==> src/rtl/ser_par_pkg.sv <==
// Package: shared constants for the serial-to-parallel driver.
// Assumes: consumers take NUM_STAGES from here as their default.
package ser_par_pkg;
    localparam int unsigned SP_STAGES_DEFAULT = 32;

    // Gate a held word with the output enable.
    function automatic logic [SP_STAGES_DEFAULT-1:0] sp_blank(
        input logic [SP_STAGES_DEFAULT-1:0] word,
        input logic                         en
    );
        return en ? word : '0;
    endfunction
endpackage

==> src/rtl/sp_shift_chain.sv <==
// Module: sp_shift_chain
// Serial-in, parallel-out chain. Stage 1 is bit 0 and the last stage is
// the top bit. It advances only on cycles with shift_stb high.
// Assumes: shift_stb is a single-cycle event in the clk domain.
module sp_shift_chain #(
    parameter int unsigned NUM_STAGES = ser_par_pkg::SP_STAGES_DEFAULT
) (
    input  logic                  clk,
    input  logic                  rst_n,
    input  logic                  shift_stb,
    input  logic                  ser_in,
    output logic [NUM_STAGES-1:0] stage_q,
    output logic                  last_q
);
    localparam int unsigned LAST = NUM_STAGES - 1;

    // Advance the chain by one stage per strobe, clear on reset.
    always_ff @(posedge clk) begin
        if (!rst_n)
            stage_q <= '0;
        else if (shift_stb)
            stage_q <= {stage_q[LAST-1:0], ser_in};
    end

    // Serial output tracks the last stage directly.
    always_comb last_q = stage_q[LAST];

    AST_HOLD_NO_STROBE: assert property (@(posedge clk) disable iff (!rst_n)
        !shift_stb |=> $stable(stage_q));
    AST_ENTRY_STAGE: assert property (@(posedge clk) disable iff (!rst_n)
        shift_stb |=> stage_q[0] == $past(ser_in));
    AST_CARRY_LAST: assert property (@(posedge clk) disable iff (!rst_n)
        shift_stb |=> last_q == $past(stage_q[LAST-1]));
endmodule

==> src/rtl/sp_latch_bank.sv <==
// Module: sp_latch_bank
// Holding bank. It copies the chain on every clk edge with latch_en high
// and holds its value otherwise.
// Assumes: the copy uses the chain value from before the same edge.
module sp_latch_bank #(
    parameter int unsigned NUM_STAGES = ser_par_pkg::SP_STAGES_DEFAULT
) (
    input  logic                  clk,
    input  logic                  rst_n,
    input  logic                  latch_en,
    input  logic [NUM_STAGES-1:0] stage_in,
    output logic [NUM_STAGES-1:0] hold_q
);
    // Follow the chain while enabled, hold otherwise.
    always_ff @(posedge clk) begin
        if (!rst_n)
            hold_q <= '0;
        else if (latch_en)
            hold_q <= stage_in;
    end

    AST_LATCH_HOLD: assert property (@(posedge clk) disable iff (!rst_n)
        !latch_en |=> $stable(hold_q));
    AST_LATCH_FOLLOW: assert property (@(posedge clk) disable iff (!rst_n)
        latch_en |=> hold_q == $past(stage_in));
endmodule

==> src/rtl/sp_out_gate.sv <==
// Module: sp_out_gate
// Per-bit output gating. Each output shows its held bit while out_en is
// high and is driven low otherwise.
// Assumes: purely combinational, no tri-state.
module sp_out_gate #(
    parameter int unsigned NUM_STAGES = ser_par_pkg::SP_STAGES_DEFAULT
) (
    input  logic                  out_en,
    input  logic [NUM_STAGES-1:0] hold_in,
    output logic [NUM_STAGES-1:0] par_out
);
    // One AND gate per output bit.
    for (genvar gi = 0; gi < NUM_STAGES; gi++) begin : g_bit
        always_comb par_out[gi] = out_en & hold_in[gi];
    end
endmodule

==> src/rtl/ser_par_latch_drv.sv <==
// Module: ser_par_latch_drv (top)
// Shift chain -> holding bank -> output gate, with the last stage brought
// out for chaining.
// Assumes: single clock domain, synchronous active-low reset.
module ser_par_latch_drv #(
    parameter int unsigned NUM_STAGES = ser_par_pkg::SP_STAGES_DEFAULT
) (
    input  logic                  clk,
    input  logic                  rst_n,
    input  logic                  shift_stb,
    input  logic                  ser_in,
    input  logic                  latch_en,
    input  logic                  out_en,
    output logic [NUM_STAGES-1:0] par_out,
    output logic                  ser_out
);
    logic [NUM_STAGES-1:0] stage_w;
    logic [NUM_STAGES-1:0] hold_w;

    sp_shift_chain #(.NUM_STAGES(NUM_STAGES)) u_chain (
        .clk       (clk),
        .rst_n     (rst_n),
        .shift_stb (shift_stb),
        .ser_in    (ser_in),
        .stage_q   (stage_w),
        .last_q    (ser_out)
    );

    sp_latch_bank #(.NUM_STAGES(NUM_STAGES)) u_bank (
        .clk      (clk),
        .rst_n    (rst_n),
        .latch_en (latch_en),
        .stage_in (stage_w),
        .hold_q   (hold_w)
    );

    sp_out_gate #(.NUM_STAGES(NUM_STAGES)) u_gate (
        .out_en  (out_en),
        .hold_in (hold_w),
        .par_out (par_out)
    );

    AST_BLANK_LOW: assert property (@(posedge clk) disable iff (!rst_n)
        !out_en |-> par_out == '0);
    AST_SHOW_HELD: assert property (@(posedge clk) disable iff (!rst_n)
        (latch_en && out_en) |=> (!out_en || par_out == $past(stage_w)));
endmodule

==> config.mk <==
export PLATFORM = sky130hd
export DESIGN_NAME = ser_par_latch_drv
export DESIGN_NICKNAME = d
export VERILOG_FILES = /design/src/rtl/ser_par_pkg.sv /design/src/rtl/sp_shift_chain.sv /design/src/rtl/sp_latch_bank.sv /design/src/rtl/sp_out_gate.sv /design/src/rtl/ser_par_latch_drv.sv
export SDC_FILE = /design/constraint.sdc
export NUM_CORES = 1
export LEC_CHECK = 0
export BUFFER_PORTS_ARGS = -buffer_cell sky130_fd_sc_hd__buf_2
export CAP_MARGIN = 10
export CELL_PAD_IN_SITES_DETAIL_PLACEMENT = 2
export CELL_PAD_IN_SITES_GLOBAL_PLACEMENT = 2
export CORE_MARGIN = 3
export CORE_UTILIZATION = 30
export DETAILED_ROUTE_END_ITERATION = 10
export GPL_TIMING_DRIVEN = 1
export PLACE_DENSITY = 0.68
export SLEW_MARGIN = 20
export SYNTH_ARGS = -nofsm -noshare
export SYNTH_HDL_FRONTEND = slang
export SYNTH_SLANG_ARGS = --single-unit
==> constraint.sdc <==
create_clock -name clk -period 1.5 [get_ports clk]
set_input_delay 0.075 -clock clk [delete_from_list [all_inputs] [get_ports clk]]
set_output_delay 0.075 -clock clk [all_outputs]
set_load 0.05 [all_outputs]
# [Word-level counts from Yosys, hierarchy flattened]
# Cells that the tools add are included.
# W data, S select, Z words.
[word_totals] reg_bits=64 input_bits=6 out_inout_bits=33
[classes] n_bitwise=32
[op_table] operator="$and A1 B1 Y1" n=32

# [Depth between registers and ports, before layout]
[depth] depth_word=1 ltp_mapped=4

# [Hierarchy]
# Synthesis repeated with hierarchy kept, for this count alone.
[hier_totals] hier_cells=242 area_unflattened_um2=2750.1
[modules_own_cells] mod="sp_shift_chain" n_inst=1 cells_per_inst=104 area_each_um2=1251.2 seq_area_each_um2=640.6
[modules_own_cells] mod="sp_latch_bank" n_inst=1 cells_per_inst=103 area_each_um2=1243.7 seq_area_each_um2=640.6
[modules_own_cells] mod="sp_out_gate" n_inst=1 cells_per_inst=35 area_each_um2=255.2 seq_area_each_um2=0.0

# [Worst setup path before layout]
# Ideal clock, no wire load.
[synth_timing] path_type="register to register" start="reg u_chain.stage_q[31]" end="reg u_bank.hold_q[31]" setup_time_ns=0.066 t_arrival_ns=0.866 t_required_ns=1.434 setup_slack_ns=0.568 path_stages_with_launch=3 synth_period_minus_slack_ns=0.932 cell_sequence="dfxtp_1 -> mux2i_1 -> nor2b_1"
[synth_lines] element="start: declaration" line="sp_shift_chain.sv:12" source="output logic [NUM_STAGES-1:0] stage_q,"
[synth_lines] element="start signal: assignment" line="sp_shift_chain.sv:22" source="stage_q <= {stage_q[LAST-1:0], ser_in};"
[synth_lines] element="end signal: assignment" line="sp_latch_bank.sv:19" source="hold_q <= stage_in;"
[synth_lines] element="end: declaration" line="sp_latch_bank.sv:12" source="output logic [NUM_STAGES-1:0] hold_q"

# [Worst setup path in the final report]
[layout_timing] start="reg u_bank.hold_q[0]" end="out par_out[0]"
[layout_via] elab_chain_cells=1
[layout_rtl] element="$and A1 B1 Y1" line="sp_out_gate.sv:14" source="always_comb par_out[gi] = out_en & hold_in[gi];"
[layout_rtl] element="end: declaration" line="ser_par_latch_drv.sv:14" source="output logic [NUM_STAGES-1:0] par_out,"
# No other way between the ends.

==> reports/results.ini <==
[outcome]
status = completed

[synth]
synth_area_leader_cell = dfxtp_1
synth_area_mm2 = 0.00271
synth_async_sr_flop_share_pct = 0
synth_area_leaders = dfxtp_1, mux2i_1, nor2b_1, and2_1, buf_12
yosysWarnings = 0
netlist.area_leader.share_pct = 47.3
ys_ff_latch = 64
synthCells = 242
syn_area_per_cell_um2 = 11.2
ys_types = 8
synthTopCellsByCount = dfxtp_1, mux2i_1, nor2b_1, and2_1, clkbuf_1
synth-edff-count = 0
synth_top_flop_cell = dfxtp_1
syn_nets = 248
ys_seq_area_share_pct = 47.3

[grt]
grt_max_degree = 65
antenna_found_initial = 0
track_usage_pct = 11.4
grt_pass1_vias = 1852
gr-total-overflow = 0
grt_first_pass_wirelength_mm = 9.07

[clocking]
cts_root_buf = clkbuf_8
cts_made_buffers = 9
cts.sinks = 64
cts.clk_slew.worst_paths_ns = 0.06
clock_path_buffers = 2
cts_resized = 0
cts_tree = yes
clk_latency_ns = 0.33
cts_hold_buf = 0
htree_levels = 3
cts_setup_buffers = 0

[final_layout]
n_antenna_cell = 0
multi_input_area_mm2 = 0.00124
syn_to_final_growth_pct = 14.1
fillerInstances = 971
layout-drive-gt1-share_pct = 19.2
final-seq-area_mm2 = 0.00128
layout.nets = 282

[critical_path]
cp.required_ns = 1.42
path_max_fanout = 2
crit_type = reg -> out
crit_path_start_kind = flop
end_kind = output port
crit_arrival_ns = 1.08

[route]
antenna_left = 0
wl_per_cell_um = 13.1
routed_via_density = 4.36
first_iter_violations = 40
first_pass_iters = 6
drc = 0
routed_wl_mm = 5.09
vias = 1697

[floorplan]
coreArea_mm2 = 0.00876
die_height_um = 101
row_count = 34
start_util_pct = 30.9
die_area_mm2 = 0.0102
fp.dieW_um = 101
ioPinCount = 39

[place]
gp_congestion = 0.655
dp_hpwl_mm = 3.11
dp_worst_setup_slack_ns = 0.394
io_buffers = 38

[timing]
fmax_mhz = 867
grt_setup_unrepaired = no
skew_ns = 0.00574
hold_viol = 0
min_period_ns = 1.15
relSlewSlack_pct = 69.7
worst_pin_slew_ns = 0.455
fin_crit_sh_pct = 76.9
timing.final.ws_setup_ns = 0.347
final-max-slew-violation-count = 0
setup_tns_ns = 0
setup_viol = 0

[flow_run]
max-cap-violations = 0

[power]
max-vdd-ir-drop_mv = 0.329
leakagePower_nw = 1.36
powerDensity_mw_per_mm2 = 1060

[hold_path]
hold_class = in -> reg

-- cells by family (layout without fill, tap and decap cells) --
| logic type | Yosys count | after routing | synth area share, % |
|---|---|---|---|
| and+or+nand+nor | 96 | 96 | 22.2 |
| muxes | 64 | 64 | 23.7 |
| DFF | 64 | 64 | 47.3 |
| buffers and inverters | 18 | 57 | 6.80 |
-- flip-flops by register name, indices dropped and copies added (netlist names) --
register	flops
u_chain.stage_q	32
u_bank.hold_q	32
-- metal layers --
layer	vias to the layer above	global-route usage, %	share of wire [%]
met2	27	17.5	45
met3	7	2.42	2.8
met5	-	0	0
met1	814	14.4	50
met4	0	7.06	2.1
li1	849	-	-
-- report_power, final --
| group | total (mW) | switching, mW | internal (mW) |
|---|---|---|---|
| clock network | 1.39 | 0.625 | 0.762 |
| registers | 1.71 | 0.00336 | 1.70 |
| logic | 0.164 | 0.0860 | 0.0785 |
-- path summary, 6_finish.rpt --
kind | start | to | slack (ns) | depth (start not counted)
max | u_bank.hold_q[0] | par_out[0] | 0.35 | 2
min | ser_in | u_chain.stage_q[0] | 0.03 | 3
max reg2reg | u_chain.stage_q[18] | u_bank.hold_q[18] | 0.85 | 2
min reg2reg | u_bank.hold_q[17] | u_bank.hold_q[17] | 0.51 | 2
-- cell type report --
type / count / share of cell area, %
clock inverter: 4 / 1.46
clock buffer: 12 / 4.38
tap: 108 / 4.38
multi-input combinational: 160 / 40.2
sequential: 64 / 41.5
timing repair buffer: 41 / 8.10
-- critical path: stages (launching register included) --
cell	delay, ns
dfxtp_1	0.33
and2_1	0.16
buf_2	0.27
-- through the flow --
stage	hold slack [ns]	cells	instance area, um^2	power, mW	util, %
floorplan	0.244	242	2710	1.91	-
global placement	0.367	373	2910	1.92	33.2
detailed placement	0.370	373	2910	1.92	33.2
CTS	0.0204	389	3090	3.34	35.2
global route	0.0806	389	3090	3.41	35.2
finish	0.0333	389	3090	3.26	35.2
-- cell usage in the layout, fill, tap and decap left out --
cell	count
mux2i_1	64
nor2b_1	64
dfxtp_1	64
buf_2	38
and2_1	32
clkbuf_8	9
clkbuf_1	3
clkinv_2	3
buf_12	3
bufinv_16	1
No activity file was read; power rests on OpenSTA's default activity.
